--- src/rtl/rxef_pkg.sv ---
package rxef_pkg;
    localparam int ERR_W   = 3;
    localparam int ERR_BRK = 2;
    localparam int ERR_FRM = 1;
    localparam int ERR_PAR = 0;

    typedef enum logic [1:0] {
        OCC_EMPTY = 2'd0,
        OCC_PART  = 2'd1,
        OCC_FULL  = 2'd2
    } rxef_occ_e;
endpackage

--- src/rtl/rxef_occ.sv ---
module rxef_occ
    import rxef_pkg::*;
#(
    parameter int DEPTH = 64,
    localparam int PW = (DEPTH > 1) ? $clog2(DEPTH) : 1,
    localparam int CW = $clog2(DEPTH + 1)
) (
    input  logic          clk,
    input  logic          rst_n,
    input  logic          push_req,
    input  logic          pop_req,
    output logic          push_ok,
    output logic          pop_ok,
    output rxef_occ_e     state,
    output logic [PW-1:0] wptr,
    output logic [PW-1:0] rptr,
    output logic [CW-1:0] count
);
    rxef_occ_e state_nx;

    always_comb begin
        push_ok = push_req && (state != OCC_FULL);
        pop_ok  = pop_req  && (state != OCC_EMPTY);
    end

    always_comb begin
        state_nx = state;
        unique case (state)
            OCC_EMPTY: if (push_ok) state_nx = OCC_PART;
            OCC_PART: begin
                if (push_ok && !pop_ok && count == CW'(DEPTH - 1))
                    state_nx = OCC_FULL;
                else if (pop_ok && !push_ok && count == CW'(1))
                    state_nx = OCC_EMPTY;
            end
            OCC_FULL:  if (pop_ok) state_nx = OCC_PART;
            default:   state_nx = OCC_EMPTY;
        endcase
    end

    always_ff @(posedge clk or negedge rst_n) begin
        if (!rst_n) state <= OCC_EMPTY;
        else        state <= state_nx;
    end

    always_ff @(posedge clk or negedge rst_n) begin
        if (!rst_n) begin
            wptr  <= '0;
            rptr  <= '0;
            count <= '0;
        end else begin
            if (push_ok) wptr <= (wptr == PW'(DEPTH - 1)) ? '0 : wptr + 1'b1;
            if (pop_ok)  rptr <= (rptr == PW'(DEPTH - 1)) ? '0 : rptr + 1'b1;
            if (push_ok && !pop_ok)      count <= count + 1'b1;
            else if (pop_ok && !push_ok) count <= count - 1'b1;
        end
    end

    initial begin
        if (DEPTH < 2) $error("rxef_occ: DEPTH must be at least 2");
    end

    // occupancy never exceeds capacity
    a_r3_no_overflow: assert property (@(posedge clk) disable iff (!rst_n)
        count <= CW'(DEPTH));
    // a lone read request on an empty store leaves it empty
    a_r12_empty_pop: assert property (@(posedge clk) disable iff (!rst_n)
        (state == OCC_EMPTY && pop_req && !push_req) |=> (state == OCC_EMPTY));
endmodule

--- src/rtl/rxef_store.sv ---
module rxef_store #(
    parameter int DEPTH = 64,
    parameter int W     = 11,
    localparam int PW   = (DEPTH > 1) ? $clog2(DEPTH) : 1
) (
    input  logic          clk,
    input  logic          we,
    input  logic [PW-1:0] waddr,
    input  logic [W-1:0]  wdata,
    input  logic [PW-1:0] raddr,
    output logic [W-1:0]  rdata
);
    logic [W-1:0] mem [DEPTH];

    always_ff @(posedge clk) begin
        if (we) mem[waddr] <= wdata;
    end

    assign rdata = mem[raddr];
endmodule

--- src/rtl/rxef_errcnt.sv ---
module rxef_errcnt #(
    parameter int DEPTH = 64,
    localparam int CW = $clog2(DEPTH + 1)
) (
    input  logic          clk,
    input  logic          rst_n,
    input  logic          inc,
    input  logic          dec,
    output logic [CW-1:0] cnt,
    output logic          any
);
    always_ff @(posedge clk or negedge rst_n) begin
        if (!rst_n) cnt <= '0;
        else begin
            unique case ({inc, dec})
                2'b10:   cnt <= cnt + 1'b1;
                2'b01:   cnt <= cnt - 1'b1;
                default: cnt <= cnt;
            endcase
        end
    end

    assign any = (cnt != '0);

    // a flagged write paired with a flagged read leaves the count alone
    a_r7_balance: assert property (@(posedge clk) disable iff (!rst_n)
        (inc && dec) |=> (cnt == $past(cnt)));
endmodule

--- src/rtl/rx_err_fifo.sv ---
module rx_err_fifo
    import rxef_pkg::*;
#(
    parameter int DEPTH  = 64,
    parameter int DATA_W = 8
) (
    input  logic              clk,
    input  logic              rst_n,
    input  logic              wr_valid,
    input  logic [DATA_W-1:0] wr_data,
    input  logic [ERR_W-1:0]  wr_flags,
    input  logic              ovr_pulse,
    input  logic              rd_pop,
    input  logic              rd_lsr,
    output logic [DATA_W-1:0] rd_data,
    output logic [ERR_W-1:0]  head_err,
    output logic              err_any,
    output logic              overrun,
    output logic              data_ready,
    output logic              lsi_req
);
    localparam int PW = (DEPTH > 1) ? $clog2(DEPTH) : 1;
    localparam int CW = $clog2(DEPTH + 1);
    localparam int EW = DATA_W + ERR_W;

    logic            push_ok, pop_ok;
    rxef_occ_e       occ;
    logic [PW-1:0]   wptr, rptr;
    logic [CW-1:0]   count, err_cnt;
    logic [EW-1:0]   head_word;
    logic            head_flagged;

    rxef_occ #(.DEPTH(DEPTH)) u_occ (
        .clk(clk), .rst_n(rst_n),
        .push_req(wr_valid), .pop_req(rd_pop),
        .push_ok(push_ok), .pop_ok(pop_ok),
        .state(occ), .wptr(wptr), .rptr(rptr), .count(count)
    );

    rxef_store #(.DEPTH(DEPTH), .W(EW)) u_store (
        .clk(clk), .we(push_ok), .waddr(wptr),
        .wdata({wr_flags, wr_data}), .raddr(rptr), .rdata(head_word)
    );

    assign head_flagged = |head_word[DATA_W +: ERR_W];

    rxef_errcnt #(.DEPTH(DEPTH)) u_errcnt (
        .clk(clk), .rst_n(rst_n),
        .inc(push_ok && (|wr_flags)),
        .dec(pop_ok && head_flagged),
        .cnt(err_cnt), .any(err_any)
    );

    always_ff @(posedge clk or negedge rst_n) begin
        if (!rst_n)                            overrun <= 1'b0;
        else if (ovr_pulse && occ == OCC_FULL) overrun <= 1'b1;
        else if (rd_lsr)                       overrun <= 1'b0;
    end

    always_comb begin
        data_ready = (occ != OCC_EMPTY);
        rd_data    = data_ready ? head_word[DATA_W-1:0]      : '0;
        head_err   = data_ready ? head_word[DATA_W +: ERR_W] : '0;
        lsi_req    = err_any | overrun;
    end

    // flagged entries can never outnumber stored entries
    a_r6_err_bound: assert property (@(posedge clk) disable iff (!rst_n)
        err_cnt <= count);
    // a status read with no competing set clears overrun
    a_r9_lsr_clear: assert property (@(posedge clk) disable iff (!rst_n)
        (rd_lsr && !(ovr_pulse && occ == OCC_FULL)) |=> !overrun);
    // without a status read overrun stays set
    a_r9_sticky: assert property (@(posedge clk) disable iff (!rst_n)
        (overrun && !rd_lsr) |=> overrun);
    // ovr_pulse below full does not raise overrun
    a_r10_ovr_ignored: assert property (@(posedge clk) disable iff (!rst_n)
        (!overrun && ovr_pulse && occ != OCC_FULL) |=> !overrun);
endmodule

--- config.mk ---
export PLATFORM = sky130hd
export DESIGN_NAME = rx_err_fifo
export DESIGN_NICKNAME = d
export VERILOG_FILES = /design/src/rtl/rxef_pkg.sv /design/src/rtl/rxef_occ.sv /design/src/rtl/rxef_store.sv /design/src/rtl/rxef_errcnt.sv /design/src/rtl/rx_err_fifo.sv
export SDC_FILE = /design/constraint.sdc
export NUM_CORES = 1
export LEC_CHECK = 0
export BUFFER_PORTS_ARGS = -buffer_cell sky130_fd_sc_hd__buf_2
export CAP_MARGIN = 0
export CORE_ASPECT_RATIO = 1.1
export CORE_MARGIN = 2
export CORE_UTILIZATION = 25
export DETAILED_ROUTE_END_ITERATION = 8
export GPL_TIMING_DRIVEN = 0
export PLACE_DENSITY_LB_ADDON = 0.12
export SYNTH_ARGS = -nofsm -noshare
export SYNTH_HDL_FRONTEND = slang
export SYNTH_SLANG_ARGS = --single-unit
export TNS_END_PERCENT = 100
--- constraint.sdc ---
create_clock -name clk -period 5.3 [get_ports clk]
set_clock_uncertainty 0.1 [all_clocks]
set_input_delay 1.06 -clock clk [delete_from_list [all_inputs] [get_ports clk]]
set_output_delay 1.06 -clock clk [all_outputs]
set_load 0.005 [all_outputs]
After elaboration in Yosys (flattened, before gate mapping)
Memories as Yosys holds them, arrays and structs flattened.
Cells that the tools add are included.
Widths: inputs -> output; s select.
{ "op_classes": {"add_sub_neg": 6, "n_eq_ne": 12, "muxes": 16, "n_bitwise": 1, "reduce_logical": 20} }
{ "op_table": {"columns": ["op", "count"], "rows": [
  ["$add 7x1->7 const B", 2],
  ["$mux 7", 2],
  ["$pmux 7 s2", 1],
  ["$sub 7x1->7 const B", 2],
  ["$add 6x1->6 const B", 2],
  ["$eq 6x6->1 const B", 2],
  ["$mux 6", 2],
  ["$logic_and 1x1->1", 9],
  ["$mux 2", 4],
  ["$mux 8", 1],
  ["$reduce_bool 2->1", 4],
  ["$eq 7x1->1 const B", 1],
  ["$eq 7x6->1 const B", 1],
  ["$reduce_bool 7->1", 1],
  ["$ne 2x2->1 const B", 3],
  ["$pmux 2 s3", 1],
  ["$reduce_or 3->1", 2],
  ["$eq 2x1->1 const B", 2],
  ["$eq 2x2->1 const B", 2],
  ["$mux 1", 4],
  ["$mux 3", 1],
  ["$ne 3x1->1 const B", 1],
  ["$reduce_and 3->1", 1],
  ["$logic_not 1->1", 2],
  ["2 further kinds", 2]
]} }
{ "word_totals": {"ff_bits": 29, "ram_bits": 704, "out_inout_bits": 15, "elab_cells": 62, "mem_count": 1} }
{ "memory_table": {"columns": ["memory", "words", "width", "rd", "rd_ports_with_merged_regs", "wr", "line_no", "source"], "rows": [
  ["u_store.mem", 64, 11, 1, 0, 1, "rxef_store.sv:13", "logic [W-1:0] mem [DEPTH];"]
]} }

Logic depth before layout (Yosys ltp)
Gate-level depths: netlist of the first run.
{ "depth": {"ltp_word": 8, "depth_mapped": 22} }

Modules after synthesis
Synthesis of the first run repeated with hierarchy kept, for this count alone.
{ "hier_totals": {"hier_cells": 1466, "hier_area_um2": 29201.8} }
{ "modules_own_cells": {"columns": ["module", "instances", "cells_per_inst", "area_each_um2", "seq_area_each_um2"], "rows": [
  ["rxef_store", 1, 1268, 27266.2, 21140.3],
  ["rxef_occ", 1, 112, 1157.4, 525.5],
  ["rxef_errcnt", 1, 65, 600.6, 175.2],
  ["rx_err_fifo", 1, 21, 177.7, 25.0]
]} }

Least setup slack after synthesis of the first run
No wires, ideal clock.
{ "synth_path": {"path_kind": "register to register", "startpoint": "register u_occ.rptr[0]", "endpoint": "register u_errcnt.cnt[6]", "setup_ps": 79, "arrival_time_ps": 4000, "t_required_ps": 5121, "setup_slack_ps": 1121, "stages_incl_launch_ff": 21, "n_path_buf": 4, "path_cell_list": "dfrtp_1 buf_2 buf_6 buf_2 buf_2 mux4_2 a22oi_1 nand3_1 mux2i_1 nor2_1 a31oi_1 a31oi_1 ha_1 ha_1 nor2b_1 o21ai_0 a21boi_0 o21ai_0 a21oi_1 nor3_1 xor2_1"} }
{ "synth_between": {"elab_chain_cells": 5, "elab_cells_between_ends": 7, "cone_classes": "2 x eq/ne; 1 x mux; 3 x reduce/logical; 1 x memory"} }
{ "synth_rtl": {"columns": ["item", "line_no", "source"], "rows": [
  ["start, declared", "rxef_occ.sv:16", "output logic [PW-1:0] rptr,"],
  ["start signal, assigned", "rxef_occ.sv:53", "if (pop_ok) rptr <= (rptr == PW'(DEPTH - 1)) ? '0 : rptr + 1'b1;"],
  ["$mem_v2 64x11 *", null, null],
  ["$reduce_or 3->1 *", "rx_err_fifo.sv:45", "assign head_flagged = |head_word[DATA_W +: ERR_W];"],
  ["$logic_and 1x1->1 *", "rx_err_fifo.sv:50", ".dec(pop_ok && head_flagged),"],
  ["$eq 2x1->1 / $eq 2x2->1 (equally long branches)", "rxef_errcnt.sv:15", "unique case ({inc, dec})"],
  ["$pmux 7 s2 / $reduce_bool 2->1 (equally long branches)", null, null],
  ["end signal, assigned", "rxef_errcnt.sv:16", "2'b10: cnt <= cnt + 1'b1;"],
  ["end signal, assigned", "rxef_errcnt.sv:17", "2'b01: cnt <= cnt - 1'b1;"],
  ["end signal, assigned", "rxef_errcnt.sv:18", "default: cnt <= cnt;"],
  ["end, declared", "rxef_errcnt.sv:9", "output logic [CW-1:0] cnt,"]
]} }
Every way passes the cells marked *; elsewhere a longest branch is shown, timed or not.
A chain may end at the register's enable or synchronous reset.

Worst setup path after layout of the first run
{ "layout_path": {"startpoint": "register u_occ.rptr[1]", "endpoint": "output rd_data[4]"} }
{ "layout_between": {"elab_chain_cells": 2} }
{ "layout_rtl": {"columns": ["item", "line_no", "source"], "rows": [
  ["$mem_v2 64x11", null, null],
  ["$mux 8", "rx_err_fifo.sv:62", "rd_data = data_ready ? head_word[DATA_W-1:0] : '0;"],
  ["end, declared", "rx_err_fifo.sv:15", "output logic [DATA_W-1:0] rd_data,"]
]} }
Every way passes these cells.

==> out/qor.yml, run 1 <==
run_status: "complete, no violations"
drtPass1Iterations: 5
holdCritStartpoint: "u_errcnt.cnt[6]"
worst_pin_slew_ps: 1360
slew_headroom_pct: 9.01
port_buffers: 31
grtUsageTotal_pct: 14.1
grt_max_degree: 66
synth_compound_area_share_pct: 1.28
whs_path_depth: 1
synth_xor_area_share_pct: 0.518
start_util_pct: 25.2
final_area_sq_um: 33700
die_h_um: 360
synth_top_family_by_area: "multiplexers"
synthAdderAreaFrac_pct: 0.635
syn_to_final_growth_pct: 17.0
max_freq_mhz: 193
ff2ff_setup_slack_ps: 460
wire_per_inst_um: 27.3
nFillCells: 11200
fin_nets: 1480
drv_slew: 0
synth_seq_cells: 733
cts.path.max_buffers: 3
min_path_type: "reg2reg"
wirelength_um: 82700
clk_pin_slew_worst_paths_ps: 70
dr_total_vias: 13700
fin_total_pwr_w: 0.0182
synth-warning-count: 0
rows: 130
fin_util_pct: 29.5
register_area_sq_um: 21900
p_per_area_nw_per_um2: 540
yosys.area_share.simple_pct: 3.11
dp_worst_setup_slack_ps: -1260
grt_antenna_before_repair: 6
holdBufCountCts: 0
hold_viol_final: 0
htree_num_levels: 3
grt_pass1_wl_um: 116000
critPathMaxFanout: 10
drtIter0Drc: 1174
ios: 32
die_w_um: 327
cp-end-kind: "output pin"
slowest_stage: "clkbuf_1"
final.min_clock_period_ps: 5190
drcViolationCount: 0
crit_arrival_ps: 4030
synth-edff-count: 704
critical-path-top-delay-family: "multiplexers"
postSynth.asyncResetShare_pct: 3.96
netlist_instances: 1328
cap_violations: 0
cts_repair_resize_count: 42
multi_input_area_sq_um: 6620
max_stage_delay_ps: 800
post-cts-setup-buffer-count: 0
peakVddDrop_mv: 0.253
drive_above_1_share_pct: 27.7
finalCritPeriodShare_pct: 97.8
yosysUniqueCellTypes: 45
synthMuxAreaShare_pct: 17.2
netlist_area_sq_um: 28800
cts_tree: "built"
setup_viol: 0
post_dp_cell_area_sq_um: 30900
worstSetupPathType: "reg2out"
reg2reg_to: "u_errcnt.cnt[6]"
cpMostUsedCell: "mux4_2"
syn_nets: 1359
postSynthAreaPerCell_sq_um: 21.7
synth_ff_type: "edfxtp_1"
p_leak_nw: 10.3
cts_made_buffers: 83
grt_pass1_vias: 14400
clockRootBuffer: "clkbuf_16"
required_ps: 4140
place.gp.congestion: 0.859
worst-path-buf-inv: 3
start_kind: "register"
grt_setup_unrepaired: "no"
setup_ws_ps: 114
drtAntennaViolNets: 0
cts.sinks: 733
crit_chain: "clkbuf_4 -> clkbuf_1 -> mux4_2 -> mux4_2 -> mux4_2 -> and2_1 -> buf_2"
reg2reg_depth: 22
dp_hpwl_um: 54200
yosysSeqAreaShare_pct: 76.0
die_area_sq_um: 118000
coreArea_sq_um: 114000
overflow: 0
viasPerCell: 4.51
reg2reg_from: "u_occ.rptr[0]"
holdPathEnd: "u_errcnt.cnt[6]"
clock_latency_ps: 650
-- worst max-delay path by stage --
stage | depth (start not counted) | from | endpoint
6_report | 7 | u_occ.rptr[1] | rd_data[4]
5_1_grt | 8 | u_occ.rptr[0] | rd_data[4]
4_1_cts | 20 | u_occ.rptr[0] | u_errcnt.cnt[6]
3_5_place_dp | 20 | u_occ.rptr[1] | u_errcnt.cnt[6]
3_3_place_gp | 20 | u_occ.rptr[1] | u_errcnt.cnt[6]
2_1_floorplan | 20 | u_occ.rptr[0] | u_errcnt.cnt[6]
-- sequential cells by signal, indices dropped and copies added, names as in the netlist --
name and cells:
overrun 1, u_store.mem 704, u_occ.rptr 6, u_occ.wptr 6
u_occ.count 7, u_occ.state 2, u_errcnt.cnt 7
-- per-layer routing --
layer	up-vias	wire length [um]	part of all wire, %	track usage (%)
li1	5789	-	-	-
met1	7449	36400	44	18.6
met2	341	40600	49	23.4
met3	102	3770	4.6	2.83
met4	4	1930	2.3	3.90
met5	-	27	0.033	0
-- layout make-up --
| cell class | instances | share of cell area, % |
|---|---|---|
| Antenna cell | 1 | 0.00743 |
| Buffer | 71 | 1.30 |
| Clock buffer | 102 | 6.41 |
| Clock inverter | 49 | 1.18 |
| Inverter | 14 | 0.156 |
| Multi-Input combinational cell | 510 | 19.7 |
| Sequential cell | 733 | 65.0 |
| Tap cell | 1518 | 5.64 |
| Timing Repair Buffer | 36 | 0.680 |
-- worst register-to-register path, cell delays in order, from the launching register on --
cell and delay [ps]:
dfrtp_1 350, buf_2 170, buf_6 250, buf_8 250
buf_8 230, buf_4 260, mux2i_1 110, a31oi_1 180
o211ai_1 120, nand3_1 100, a21oi_1 70, o31a_1 420
a31oi_4 280, ha_4 240, inv_1 90, fa_1 410
nor2b_1 120, o21ai_0 100, a21boi_0 280, o21ai_1 120
and3_1 190, nor3_1 170, xor2_1 160
-- placed cells by master (no fill, tap or decap), types with 10 or more instances in the layout --
cell	netlist	final
ha_1	13	12
edfxtp_1	704	704
o21ai_0	14	13
clkinv_1	0	19
mux2i_1	11	11
nand3_1	17	17
buf_2	18	33
a22oi_1	12	11
inv_1	14	14
nand2_1	41	41
buf_4	4	11
dfrtp_1	29	29
nor2_1	82	79
xnor2_1	10	10
clkinv_2	0	15
buf_6	1	12
clkbuf_16	0	83
clkbuf_1	38	46
a21oi_1	12	12
mux4_2	214	214
-- through the flow --
| step | cells | hold WS (ps) | TNS (ps) |
|---|---|---|---|
| 6_report | 3034 | 383 | 0 |
| 5_1_grt | 3033 | 409 | 0 |
| 4_1_cts | 3033 | 388 | 0 |
| 3_5_place_dp | 2882 | 375 | -5030 |
| 3_3_place_gp | 2877 | 369 | -5000 |
| 2_1_floorplan | 1328 | 343 | 0 |
-- kinds of logic after synthesis --
family                   count (synthesis)
flip-flops                             733
multiplexers                           226
AND/OR/NAND/NOR                        195
buffers and inverters                   85
AO/OA/AOI/OAI                           58
XOR/XNOR                                17
adder cells (fa/ha/maj)                 14
-- power breakdown --
part	internal [W]	leakage (nW)	switching, W	total (W)
Combinational	0.00241	2.38	0.00359	0.00600
Clock	0.00306	1.25	0.00237	0.00543
Sequential	0.00665	6.69	0.000119	0.00677
Total	0.0121	10.3	0.00607	0.0182
-- Yosys cell counts, drive strengths merged (9+ instances only) --
cell      n  area [sq um]
edfxtp  704         21100
mux4    214          4820
nor2     82           308
nand2    41           154
clkbuf   38           143
buf      33           169
dfrtp    29           726
nand3    17          85.1
inv      14          52.6
o21ai    14          70.1
ha       13           163
a21oi    12          60.1
a22oi    12          90.1
mux2i    11           110
xnor2    10          87.6
and2      9          56.3
nand4     9          56.3
nor2b     9          56.3
Note: power is estimated with default switching activity, not from simulation.
==> run 2: changes to the inputs <==
Settings changed: CORE_UTILIZATION 25 to 45.
==> run 2 against run 1 <==
Against the previous run: combinational power shrank 6.0%; first-iteration DRC count grew 17%; flip-flop and latch count is the same; clock power shrank 4.1%; global-route usage grew 8.1 points; non-clock buffer count is the same; final area shrank 3.2%; hold slack gained 1.3 ps; via count grew 0.56%; sequential share of layout area grew 2.2 points; critical endpoint is now rd_data[2]; largest cell class unchanged.
==> out/qor.yml, run 2 (same netlist as run 1, synthesis figures left out) <==
post-cts-setup-buffer-count: 0
clockRootBuffer: "clkbuf_16"
cp-end-kind: "output pin"
viasPerCell: 5.88
reg_top3: "u_store.mem: 704 flops, u_errcnt.cnt: 7 flops, u_occ.count: 7 flops"
required_ps: 4140
p_switching_w: 0.00560
start_util_pct: 45.3
drcViolationCount: 0
overflow: 0
slowest_stage: "mux4_2"
grtUsageTotal_pct: 22.2
holdBufCountCts: 0
power_frac_comb_pct: 32.0
ios: 32
cts_made_buffers: 76
slew_headroom_pct: 7.55
finalCritPeriodShare_pct: 98.2
p_per_area_nw_per_um2: 541
switching_share_pct: 31.8
place.gp.congestion: 0.932
cts.path.max_buffers: 3
final.min_clock_period_ps: 5210
p_int_w: 0.0120
whs_path_depth: 1
final_common_cell: "edfxtp_1"
syn_to_final_growth_pct: 13.2
die_w_um: 245
crit_arrival_ps: 4050
worstSetupPathType: "reg2out"
drtPass1Iterations: 5
wire_per_inst_um: 30.6
setup_tns_ps: 0
start_kind: "register"
layout_common_cells: "edfxtp_1, mux4_2, nor2_1, clkbuf_16, clkbuf_1"
final_area_sq_um: 32600
max_freq_mhz: 192
hold_viol_final: 0
grt.busiest_layer: "met2"
p_leak_nw: 10.2
drv_slew: 0
cap_violations: 0
critPathMaxFanout: 19
gr-usage-met3_pct: 3.91
max_stage_delay_ps: 600
whs_ps: 384
seqPwrFrac_pct: 38.4
reg2reg_depth: 20
grt_setup_unrepaired: "no"
holdCritStartpoint: "u_errcnt.cnt[6]"
use_met2_pct: 35.4
grt_max_degree: 66
worst_pin_slew_ps: 1380
grt_pass1_wl_um: 102000
global_route.usage.met1_pct: 31.1
peakVddDrop_mv: 0.307
ff2ff_setup_slack_ps: 330
fin_total_pwr_w: 0.0176
coreArea_sq_um: 63500
htree_num_levels: 3
post_dp_cell_area_sq_um: 30100
dr_total_vias: 13800
drive_above_1_share_pct: 26.4
drtAntennaViolNets: 0
min_path_type: "reg2reg"
run_status: "complete, no violations"
dp_hpwl_um: 46000
clk_pin_slew_worst_paths_ps: 60
cts.sinks: 733
die_area_sq_um: 66000
cts_tree: "built"
port_buffers: 31
grt_antenna_before_repair: 5
fin_nets: 1473
clock_latency_ps: 620
wirelength_um: 71800
clkPwrFrac_pct: 29.6
largest-register: "u_store.mem"
holdPathEnd: "u_errcnt.cnt[6]"
drtIter0Drc: 1378
reg2reg_from: "u_occ.rptr[1]"
crit_chain: "buf_2 -> buf_6 -> buf_2 -> mux4_2 -> mux4_2 -> mux4_2 -> and2_1 -> buf_2"
die_h_um: 269
reg2reg_to: "u_errcnt.cnt[6]"
largest_reg_flops: 704
antenna_cells: 0
setup_viol: 0
rows: 97
grt_pass1_vias: 14100
run 2: metrics by stage:
stage | std cells | setup slack, ps | utilization [%]
3_3_place_gp | 2200 | -786 | 47.2
3_5_place_dp | 2205 | -838 | 47.3
6_report | 2342 | 94.8 | 51.3
2_1_floorplan | 1328 | 1120 | -
4_1_cts | 2341 | 10.2 | 51.2
5_1_grt | 2342 | 0.445 | 51.3
run 2: what timing repair did:
item | 4_1_cts | 5_1_grt
gates resized for setup | 28 | 15
setup endpoints to repair | 16 | 5
pin swaps | 0 | 0
run 2: worst max path at each step:
stage	slack (ps)	endpoint	startpoint
detailed placement	-840	u_errcnt.cnt[6]	u_occ.rptr[1]
CTS	10	rd_data[6]	u_occ.rptr[0]
global route	0.4	rd_data[4]	u_occ.rptr[0]
floorplan	1120	u_errcnt.cnt[6]	u_occ.rptr[0]
global placement	-790	u_errcnt.cnt[6]	u_occ.rptr[1]
finish	90	rd_data[2]	u_occ.rptr[0]
run 2: final cells by class:
| class | count | area, sq um |
|---|---|---|
| plain buffers | 70 | 388 |
| multi-input cells | 510 | 6580 |
| clock inverters | 36 | 345 |
| inverters | 14 | 52.6 |
| well taps | 841 | 1050 |
| fillers | 5030 | 30900 |
| clock buffers | 101 | 2060 |
| repair buffers | 37 | 233 |
| flip-flops and latches | 733 | 21900 |
run 2: critical path: cells and delay by family (launching register included):
| family | cells | cell delay [ps] |
|---|---|---|
| muxes | 3 | 1760 |
| buffers and inverters | 4 | 1130 |
| DFF | 1 | 340 |
| and+or+nand+nor | 1 | 190 |
run 2: power by group through the flow:
| stage | registers [W] | clock network, W | logic (W) |
|---|---|---|---|
| floorplan | 0.00685 | 0 | 0.00343 |
| global placement | 0.00688 | 0 | 0.00555 |
| detailed placement | 0.00689 | 0 | 0.00560 |
| CTS | 0.00677 | 0.00532 | 0.00565 |
| global route | 0.00679 | 0.00554 | 0.00594 |
| finish | 0.00677 | 0.00521 | 0.00564 |
run 2: metal layers:
layer / vias up / share of wire (%)
met2: 461 / 49
met5: - / 0
met4: 0 / 2.9
met1: 7442 / 42
met3: 100 / 6.1
li1: 5759 / -
==> run 3: changes to the inputs <==
Settings changed: CORE_UTILIZATION 45 to 55, PLACE_DENSITY set to 0.71, PLACE_DENSITY_LB_ADDON 0.12 to unset.
==> run 3 against run 2 <==
Against the previous run: flip-flop and latch count is the same; hold slack lost 11 ps; register-to-register slack got worse by 40 ps; final cell count down 7.6%; sequential share of layout area grew 0.85 points; critical endpoint unchanged.
==> out/qor.yml, run 3 (same netlist as run 1, synthesis figures left out) <==
fin_nets: 1470
cp-end-kind: "output pin"
clock_latency_ps: 620
p_per_area_nw_per_um2: 532
clockRootBuffer: "clkbuf_16"
min_path_type: "reg2reg"
largest_reg_flops: 704
cts.path.max_buffers: 3
drtAntennaViolNets: 0
worst_pin_slew_ps: 1320
wire_per_inst_um: 30.1
die_h_um: 244
fin_util_pct: 62.5
cts_tree: "built"
start_kind: "register"
grtUsageTotal_pct: 24.7
final.min_clock_period_ps: 5160
coreArea_sq_um: 51500
grt_setup_unrepaired: "yes"
syn_to_final_growth_pct: 11.8
final_area_sq_um: 32200
cap_violations: 0
reg2reg_from: "u_occ.rptr[2]"
clk_pin_slew_worst_paths_ps: 60
drtIter0Drc: 1723
port_buffers: 31
max_stage_delay_ps: 840
post-cts-setup-buffer-count: 0
post_dp_cell_area_sq_um: 29800
drcViolationCount: 0
ios: 32
cpMostUsedCell: "mux4_2"
setup_viol: 0
holdCritStartpoint: "u_errcnt.cnt[6]"
gr-usage-met3_pct: 3.93
die_area_sq_um: 54100
critical-path-top-delay-family: "multiplexers"
dr_total_vias: 13800
rows: 87
final_common_cell: "edfxtp_1"
antenna_cells: 0
grt_antenna_before_repair: 1
drtPass1Iterations: 5
start_util_pct: 55.9
required_ps: 4140
htree_num_levels: 3
use_met2_pct: 39.1
drive_above_1_share_pct: 26.1
slew_headroom_pct: 12.3
grt.busiest_layer: "met2"
critPathMaxFanout: 10
grt_pass1_vias: 13800
slowest_stage: "clkbuf_1"
wirelength_um: 65000
p_leak_nw: 10.1
grt_max_degree: 66
cts_made_buffers: 74
finalCritPeriodShare_pct: 97.4
worst-path-buf-inv: 3
drv_slew: 0
overflow: 0
hold_viol_final: 0
reg_top3: "u_store.mem: 704 flops, u_errcnt.cnt: 7 flops, u_occ.count: 7 flops"
largest-register: "u_store.mem"
crit_chain: "buf_2 -> clkbuf_1 -> mux4_2 -> mux4_2 -> mux4_2 -> and2_1 -> buf_2"
place.gp.congestion: 1.00
viasPerCell: 6.38
max_freq_mhz: 194
crit_start: "u_occ.rptr[1]"
global_route.usage.met1_pct: 35.3
layout_common_cells: "edfxtp_1, mux4_2, nor2_1, clkbuf_16, clkbuf_1"
worstSetupPathType: "reg2out"
run_status: "complete, no violations"
cts.sinks: 733
grt_pass1_wl_um: 95000
dp_hpwl_um: 42000
die_w_um: 222
peakVddDrop_mv: 0.288
crit_arrival_ps: 4000
-- run 3: cell count changes in the layout (fill, tap and decap cells not counted), sizes merged --
cell,change
buf,+2
bufinv,-3
clkdlybuf4s15,-1
clkinv,-8
clkinvlp,+2
inv,+3
-- run 3: power by group --
part	internal, W	leakage [nW]	switching, W
Sequential	0.00665	6.69	0.000125
Clock	0.00280	1.10	0.00211
Combinational	0.00233	2.34	0.00309
-- run 3: final cells by class --
type,instances,area (sq um)
well taps,667,835
clock inverters,30,263
clock buffers,103,2000
plain buffers,70,368
repair buffers,36,208
fillers,3471,19300
multi-input cells,510,6570
flip-flops and latches,733,21900
inverters,14,52.6
-- run 3: worst reg2reg max path, stage by stage, from the launching register on --
cell	delay [ps]
dfrtp_1	330
clkbuf_1	170
clkdlybuf4s15_1	760
clkbuf_2	460
nand2_1	120
and3_1	180
o21ai_0	260
nand4_1	130
o31a_1	190
a31oi_2	270
ha_2	320
inv_1	100
fa_1	400
nor2b_1	120
o21ai_0	100
a21boi_0	260
o21ai_0	140
and3_1	200
nor3_1	170
xor2_1	160
-- run 3: path summary, 6_finish.rpt --
check / slack (ps) / cells after the start / endpoint
worst min register to register: 370 / 1 / u_errcnt.cnt[6]
worst min-delay path: 370 / 1 / u_errcnt.cnt[6]
worst max-delay path: 140 / 7 / rd_data[2]
max in group asynchronous: 4210 / 1 / u_errcnt.cnt[4]
worst max register to register: 290 / 19 / u_errcnt.cnt[6]
min in group asynchronous: 410 / 1 / u_occ.state[0]
-- run 3: metrics by stage --
| step | total power [W] | std cells | setup TNS (ps) | hold WS (ps) | setup slack [ps] |
|---|---|---|---|---|---|
| 3_5_place_dp | 0.0122 | 2031 | -607 | 373 | -444 |
| 4_1_cts | 0.0172 | 2164 | 0 | 376 | 27.5 |
| 5_1_grt | 0.0177 | 2163 | -56.7 | 410 | -56.1 |
| 6_report | 0.0171 | 2163 | 0 | 373 | 140 |
| 2_1_floorplan | 0.0103 | 1328 | 0 | 343 | 1120 |
| 3_3_place_gp | 0.0122 | 2026 | -395 | 364 | -363 |
-- run 3: routing by layer --
layer,vias up,routed length [um]
met1,7336,26500
met5,-,0
met3,111,4790
li1,5740,-
met2,622,31500
met4,0,2260
-- run 3: repair_timing --
action	CTS	global route
hold buffers	0	0
resized for setup	16	18
setup endpoints to repair	13	10
